===== src/rtl/tmr_pkg.sv =====
package tmr_pkg;
    localparam int BUS_W  = 16;
    localparam int CNT_W  = 2 * BUS_W;
    localparam int ADDR_W = 8;
    localparam int DIV_W  = 16;

    localparam logic [ADDR_W-1:0] OFF_CTRL   = 8'h00;
    localparam logic [ADDR_W-1:0] OFF_LIM_LO = 8'h08;
    localparam logic [ADDR_W-1:0] OFF_LIM_HI = 8'h0C;
    localparam logic [ADDR_W-1:0] OFF_CNT_LO = 8'h10;
    localparam logic [ADDR_W-1:0] OFF_CNT_HI = 8'h14;
    localparam logic [ADDR_W-1:0] OFF_DIV    = 8'h18;

    typedef struct packed {
        logic irq_on;
        logic single;
        logic repeating;
    } ctrl_t;

    typedef enum logic [2:0] {
        SEL_NONE, SEL_CTRL, SEL_LIM_LO, SEL_LIM_HI, SEL_CNT_LO, SEL_CNT_HI, SEL_DIV
    } sel_e;

    function automatic sel_e decode(input logic [ADDR_W-1:0] a);
        case (a)
            OFF_CTRL:   return SEL_CTRL;
            OFF_LIM_LO: return SEL_LIM_LO;
            OFF_LIM_HI: return SEL_LIM_HI;
            OFF_CNT_LO: return SEL_CNT_LO;
            OFF_CNT_HI: return SEL_CNT_HI;
            OFF_DIV:    return SEL_DIV;
            default:    return SEL_NONE;
        endcase
    endfunction

    function automatic logic [BUS_W-1:0] ctrl_to_word(input ctrl_t c);
        logic [BUS_W-1:0] w;
        w    = '0;
        w[0] = c.repeating;
        w[1] = c.single;
        w[8] = c.irq_on;
        return w;
    endfunction

    function automatic ctrl_t word_to_ctrl(input logic [BUS_W-1:0] w);
        ctrl_t c;
        c.repeating = w[0];
        c.single    = w[1];
        c.irq_on    = w[8];
        return c;
    endfunction
endpackage


===== src/rtl/tmr_divider.sv =====
module tmr_divider #(
    parameter int DW = 16
) (
    input  logic          clk,
    input  logic          rst,
    input  logic          run_i,
    input  logic          restart_i,
    input  logic [DW-1:0] ratio_m1_i,
    output logic          tick_o
);
    logic [DW-1:0] phase_q;

    assign tick_o = run_i && (phase_q == ratio_m1_i);

    always_ff @(posedge clk) begin
        if (rst || restart_i || !run_i || tick_o) phase_q <= '0;
        else                                       phase_q <= phase_q + 1'b1;
    end

    // with a ratio above one, two ticks are never adjacent
    assert_tick_gap_R7: assert property (@(posedge clk) disable iff (rst)
        (tick_o && !restart_i && ratio_m1_i != '0 && $stable(ratio_m1_i)) |=> !tick_o);
endmodule


===== src/rtl/tmr_counter.sv =====
module tmr_counter #(
    parameter int CW = 32
) (
    input  logic          clk,
    input  logic          rst,
    input  logic          start_i,
    input  logic          repeating_i,
    input  logic          single_i,
    input  logic          tick_i,
    input  logic [CW-1:0] limit_i,
    output logic [CW-1:0] count_o,
    output logic          hit_o
);
    logic          run;
    logic          at_lim;
    logic [CW-1:0] count_q;

    assign run     = repeating_i || single_i;
    assign at_lim  = (count_q == limit_i);
    assign hit_o   = run && tick_i && at_lim && !start_i;
    assign count_o = count_q;

    always_ff @(posedge clk) begin
        if (rst || start_i) begin
            count_q <= '0;
        end else if (run && tick_i) begin
            if (!at_lim)          count_q <= count_q + 1'b1;
            else if (repeating_i) count_q <= '0;
        end
    end

    assert_step_R4: assert property (@(posedge clk) disable iff (rst)
        (run && tick_i && !start_i && !at_lim) |=> (count_q == $past(count_q) + CW'(1)));

    assert_wrap_R5: assert property (@(posedge clk) disable iff (rst)
        (repeating_i && tick_i && !start_i && at_lim) |=> (count_q == '0));

    assert_hold_R6: assert property (@(posedge clk) disable iff (rst)
        (!run && !start_i) |=> $stable(count_q));
endmodule


===== src/rtl/tmr_readback.sv =====
module tmr_readback
    import tmr_pkg::*;
(
    input  logic             clk,
    input  logic             rst,
    input  logic             rd_en_i,
    input  sel_e             sel_i,
    input  logic [BUS_W-1:0] ctrl_word_i,
    input  logic [CNT_W-1:0] limit_i,
    input  logic [DIV_W-1:0] ratio_i,
    input  logic [CNT_W-1:0] count_i,
    output logic [BUS_W-1:0] rdata_o
);
    logic [BUS_W-1:0] snap_q;
    logic [BUS_W-1:0] pick;

    always_comb begin
        case (sel_i)
            SEL_CTRL:   pick = ctrl_word_i;
            SEL_LIM_LO: pick = limit_i[BUS_W-1:0];
            SEL_LIM_HI: pick = limit_i[CNT_W-1:BUS_W];
            SEL_CNT_LO: pick = count_i[BUS_W-1:0];
            SEL_CNT_HI: pick = snap_q;
            SEL_DIV:    pick = ratio_i;
            default:    pick = '0;
        endcase
    end

    always_ff @(posedge clk) begin
        if (rst) begin
            snap_q  <= '0;
            rdata_o <= '0;
        end else begin
            rdata_o <= rd_en_i ? pick : '0;
            if (rd_en_i && sel_i == SEL_CNT_LO) snap_q <= count_i[CNT_W-1:BUS_W];
        end
    end

    // the snapshot only moves on a lower-half read
    assert_snap_R9: assert property (@(posedge clk) disable iff (rst)
        !(rd_en_i && sel_i == SEL_CNT_LO) |=> $stable(snap_q));
endmodule


===== src/rtl/interval_timer.sv =====
module interval_timer
    import tmr_pkg::*;
(
    input  logic              clk,
    input  logic              rst,
    input  logic              wr_en,
    input  logic              rd_en,
    input  logic [ADDR_W-1:0] addr,
    input  logic [BUS_W-1:0]  wdata,
    output logic [BUS_W-1:0]  rdata,
    output logic              irq
);
    sel_e             sel;
    ctrl_t            ctrl_q;
    logic [CNT_W-1:0] limit_q;
    logic [DIV_W-1:0] ratio_q;
    logic             event_q;
    logic             ctrl_wr;
    logic             tick;
    logic             hit;
    logic [CNT_W-1:0] count;

    assign sel     = decode(addr);
    assign ctrl_wr = wr_en && (sel == SEL_CTRL);

    always_ff @(posedge clk) begin
        if (rst) begin
            ctrl_q  <= '0;
            limit_q <= '1;
            ratio_q <= '0;
            event_q <= 1'b0;
        end else begin
            if (ctrl_wr)                                   ctrl_q <= word_to_ctrl(wdata);
            else if (hit && ctrl_q.single && !ctrl_q.repeating) ctrl_q.single <= 1'b0;
            if (wr_en && sel == SEL_LIM_LO) limit_q[BUS_W-1:0]     <= wdata;
            if (wr_en && sel == SEL_LIM_HI) limit_q[CNT_W-1:BUS_W] <= wdata;
            if (wr_en && sel == SEL_DIV)    ratio_q                <= wdata[DIV_W-1:0];
            if (ctrl_wr)  event_q <= 1'b0;
            else if (hit) event_q <= 1'b1;
        end
    end

    assign irq = event_q && ctrl_q.irq_on;

    tmr_divider #(.DW(DIV_W)) u_div (
        .clk        (clk),
        .rst        (rst),
        .run_i      (ctrl_q.repeating || ctrl_q.single),
        .restart_i  (ctrl_wr),
        .ratio_m1_i (ratio_q),
        .tick_o     (tick)
    );

    tmr_counter #(.CW(CNT_W)) u_cnt (
        .clk         (clk),
        .rst         (rst),
        .start_i     (ctrl_wr),
        .repeating_i (ctrl_q.repeating),
        .single_i    (ctrl_q.single),
        .tick_i      (tick),
        .limit_i     (limit_q),
        .count_o     (count),
        .hit_o       (hit)
    );

    tmr_readback u_rb (
        .clk         (clk),
        .rst         (rst),
        .rd_en_i     (rd_en),
        .sel_i       (sel),
        .ctrl_word_i (ctrl_to_word(ctrl_q)),
        .limit_i     (limit_q),
        .ratio_i     (ratio_q),
        .count_i     (count),
        .rdata_o     (rdata)
    );

    assert_clear_R3: assert property (@(posedge clk) disable iff (rst)
        ctrl_wr |=> !irq);

    assert_single_stop_R6: assert property (@(posedge clk) disable iff (rst)
        (hit && ctrl_q.single && !ctrl_q.repeating && !ctrl_wr) |=> (!ctrl_q.single && event_q));

    assert_level_R8: assert property (@(posedge clk) disable iff (rst)
        (irq && !ctrl_wr) |=> irq);
endmodule


===== config.mk =====
export PLATFORM = sky130hd
export DESIGN_NAME = interval_timer
export DESIGN_NICKNAME = d
export VERILOG_FILES = /design/src/rtl/tmr_pkg.sv /design/src/rtl/tmr_divider.sv /design/src/rtl/tmr_counter.sv /design/src/rtl/tmr_readback.sv /design/src/rtl/interval_timer.sv
export SDC_FILE = /design/constraint.sdc
export NUM_CORES = 1
export LEC_CHECK = 0
export ABC_CLOCK_PERIOD_IN_PS = 2550
export BUFFER_PORTS_ARGS = -buffer_cell sky130_fd_sc_hd__buf_2
export CAP_MARGIN = 15
export CORE_ASPECT_RATIO = 1.5
export CORE_UTILIZATION = 38
export CTS_BUF_LIST = sky130_fd_sc_hd__clkbuf_4 sky130_fd_sc_hd__clkbuf_8
export CTS_CLUSTER_SIZE = 20
export DETAILED_ROUTE_END_ITERATION = 16
export GPL_ROUTABILITY_DRIVEN = 0
export SLEW_MARGIN = 20
export SYNTH_ARGS = -nofsm -noshare
export SYNTH_HDL_FRONTEND = slang
export SYNTH_SLANG_ARGS = --single-unit

===== constraint.sdc =====
create_clock -name clk -period 2.55 [get_ports clk]
set_input_delay 0.255 -clock clk [delete_from_list [all_inputs] [get_ports clk]]
set_output_delay 0.255 -clock clk [all_outputs]
set_load 0.005 [all_outputs]

==> results.toml <==
[cts]
post_cts_buffers = 0
htree_num_levels = 4
cts_resized = 0
numCtsBuffers = 17
cts_tree = "done"
hold_buffers = 0
cts.sinks = 132
cts_root_buf = "clkbuf_8"
insertion_delay_ns = 0.45
path_clk_slew_ns = 0.08
cts_buffer_depth = 2

[pwr]
cellPowerDensity_nw_per_um2 = 530
p_sw_uw = 993
power_mw = 4.02
internal_power_mw = 3.03
vdd_drop_max_mv = 0.340
clockPowerShare_pct = 45.5
p_seq_share_pct = 51.4
p_leak_nw = 2.62
p_comb_share_pct = 3.1
p_sw_share_pct = 24.7

[die]
pin_count = 45
rows = 59
start_util_pct = 38.7
core_um2 = 17300
dieHeight_um = 164
die_w_um = 110
dieArea_um2 = 18100

[placed_design]
hpwl_um = 14500
io_buffers = 44
dp.cells = 1002

[timing]
clock.fmax_mhz = 434
period_minus_slack_ns = 2.30
rsz0062_at_grt = "no"
slew_headroom_pct = 54.6
worst_hold_slack_ns = 0.0476
fin_setup_tns_ns = 0
finalCritPeriodShare_pct = 90.3
final-max-slew-violation-count = 0
skew_ns = 0.0138
worstMarginPinSlew_ns = 0.678
setup_viol = 0
finalHoldViolCount = 0

[grt]
grt_max_degree = 69
antenna_found_initial = 0
grt_pass1_vias = 5589
grt_overflow = 0
grt_use_total_pct = 22.4
grt_pass1_wl_um = 30300

[layout]
layout-drive-gt1-share_pct = 20.6
antenna_cells = 0
syn2layout_area_growth_pct = 13.5
nets = 838
utilization_pct = 43.9
layout.cells.non_filler = 1034

[worst_setup_path]
crit_arrival_ns = 2.61
crit_chain = "xnor2_1 -> nand4_2 -> nor4_4 -> nand2_1 -> o311ai_0 -> a21oi_1"
worst_setup_path_end_kind = "register"
crit_family = "simple AND/OR/NAND/NOR gates"
critical_path.max_fanout = 6
path_buf_inv = 0
start_kind = "register"
slowest_delay_ns = 0.58
critPathRequiredTime_ns = 2.86
crit_slowest_cell = "o311ai_0"
path_class = "reg -> reg"

[detailed_routing]
wl_met1_um = 7830
via_per_inst = 5.64
vias = 5831
dr_wl_met3_um = 739
drt_iter0_drc = 394
first_pass_iters = 5
routed_wl_um = 19400
drtAntennaViolNets = 0
wl_per_cell_um = 18.8
top_layer = "met4"
drc = 0
met2RoutedLength_um = 9960

[yosys]
synth_seq_cells = 132
ys_seq_area_share_pct = 39.5
syn-cell-area_um2 = 6680
synth_top_area_share_pct = 39.5
synth_commonest_cells = "dfxtp_1, nand2_1, a21oi_1"
ys.flop_type = "dfxtp_1"
synth_edf_count = 0
synth.distinct_cells = 56
async_reset_ff_share_pct = 0
syn_inst = 764
synth_top_area_cell = "dfxtp_1"
synth_nets = 794
syn_avg_cell_area_um2 = 8.75
yosysMostFrequentCell = "dfxtp_1"
synthTopCellsByArea = "dfxtp_1, nand2_1, xnor2_1"
yosysWarnings = 0

[run_status]
status = "complete, no violations"

[worst_hold_path]
min_path_type = "in -> reg"

[flow_run]
drv_cap = 0
[path summary, 6_finish.rpt]
path                                   startpoint        endpoint  slack (ns)  cells past startpoint
worst min register to register     u_rb.snap_q[2]  u_rb.snap_q[2]        0.46                      2
worst max-delay path            u_cnt.count_o[15]       ctrl_q[1]        0.25                      6
worst max register to register  u_cnt.count_o[15]       ctrl_q[1]        0.25                      6
worst min-delay path                    wdata[10]     limit_q[10]        0.05                      3
[power groups by stage]
stage | clock, mW | sequential, mW | combinational (mW)
2_1_floorplan | 0 | 2.11 | 0.0687
3_3_place_gp | 0 | 2.12 | 0.124
3_5_place_dp | 0 | 2.12 | 0.124
4_1_cts | 1.85 | 2.07 | 0.124
5_1_grt | 1.94 | 2.07 | 0.133
6_report | 1.83 | 2.07 | 0.124
[area by class of cell]
cell class | instances | area, um2
tap | 213 | 267
clock buffer | 19 | 255
inverter | 10 | 37.5
fill | 1768 | 9690
clock inverter | 13 | 150
timing repair buffer | 79 | 520
sequential | 132 | 2640
multi-input combinational | 568 | 3710
[cells by family (layout without fill, tap and decap cells)]
group / after synthesis / after routing / share of synthesized area (%)
AOI/OAI and AO/OA: 152 / 152 / 15.9
xor gates and xnor gates: 63 / 63 / 8.59
adders and majority gates: 2 / 2 / 0.374
buffers and inverters: 64 / 121 / 5.15
DFF: 132 / 132 / 39.5
muxes: 2 / 2 / 0.300
and+or+nand+nor: 349 / 349 / 30.2
[tightest hold or removal path, delay by kind of cell]
kind / cells / cell delay, ns
buffers and inverters: 1 / 0.10
and+or+nand+nor: 2 / 0.11
[metrics by stage]
stage	instance area [um2]	setup slack, ns
floorplan	6680	0.636
global placement	7180	0.246
detailed placement	7180	0.253
CTS	7590	0.228
global route	7590	0.0991
finish	7590	0.248
[cell usage in the layout, fill, tap and decap left out, types with 4 or more instances in the layout]
master and instances:
dfxtp_1 132, nand2_1 128, a21oi_1 54, xnor2_1 52, nand3_1 48, buf_2 44, nand3b_1 36, buf_4 32
nor2_1 28, a22oi_1 25, nand4_1 25, o31ai_1 25, clkbuf_8 18, a21oi_2 17, and3_1 16, or4_4 16
inv_1 10, a31oi_1 9, or4_1 9, and2_1 8, xor2_1 8, a222oi_1 7, and4_1 5, clkinvlp_4 4
[sequential cells by signal (all words and copies together) (netlist names)]
register and flops:
ratio_q 16, u_div.phase_q 16, limit_q 32, u_rb.snap_q 16
u_cnt.count_o 32, event_q 1, ctrl_q 3, u_rb.rdata_o 16
[metal layers]
metal	up-vias	global-route usage (%)
met1	2761	25.5
met5	-	0
met4	0	12.2
met3	50	3.59
li1	2843	-
met2	177	39.3
No activity file was read; power rests on OpenSTA's default activity.
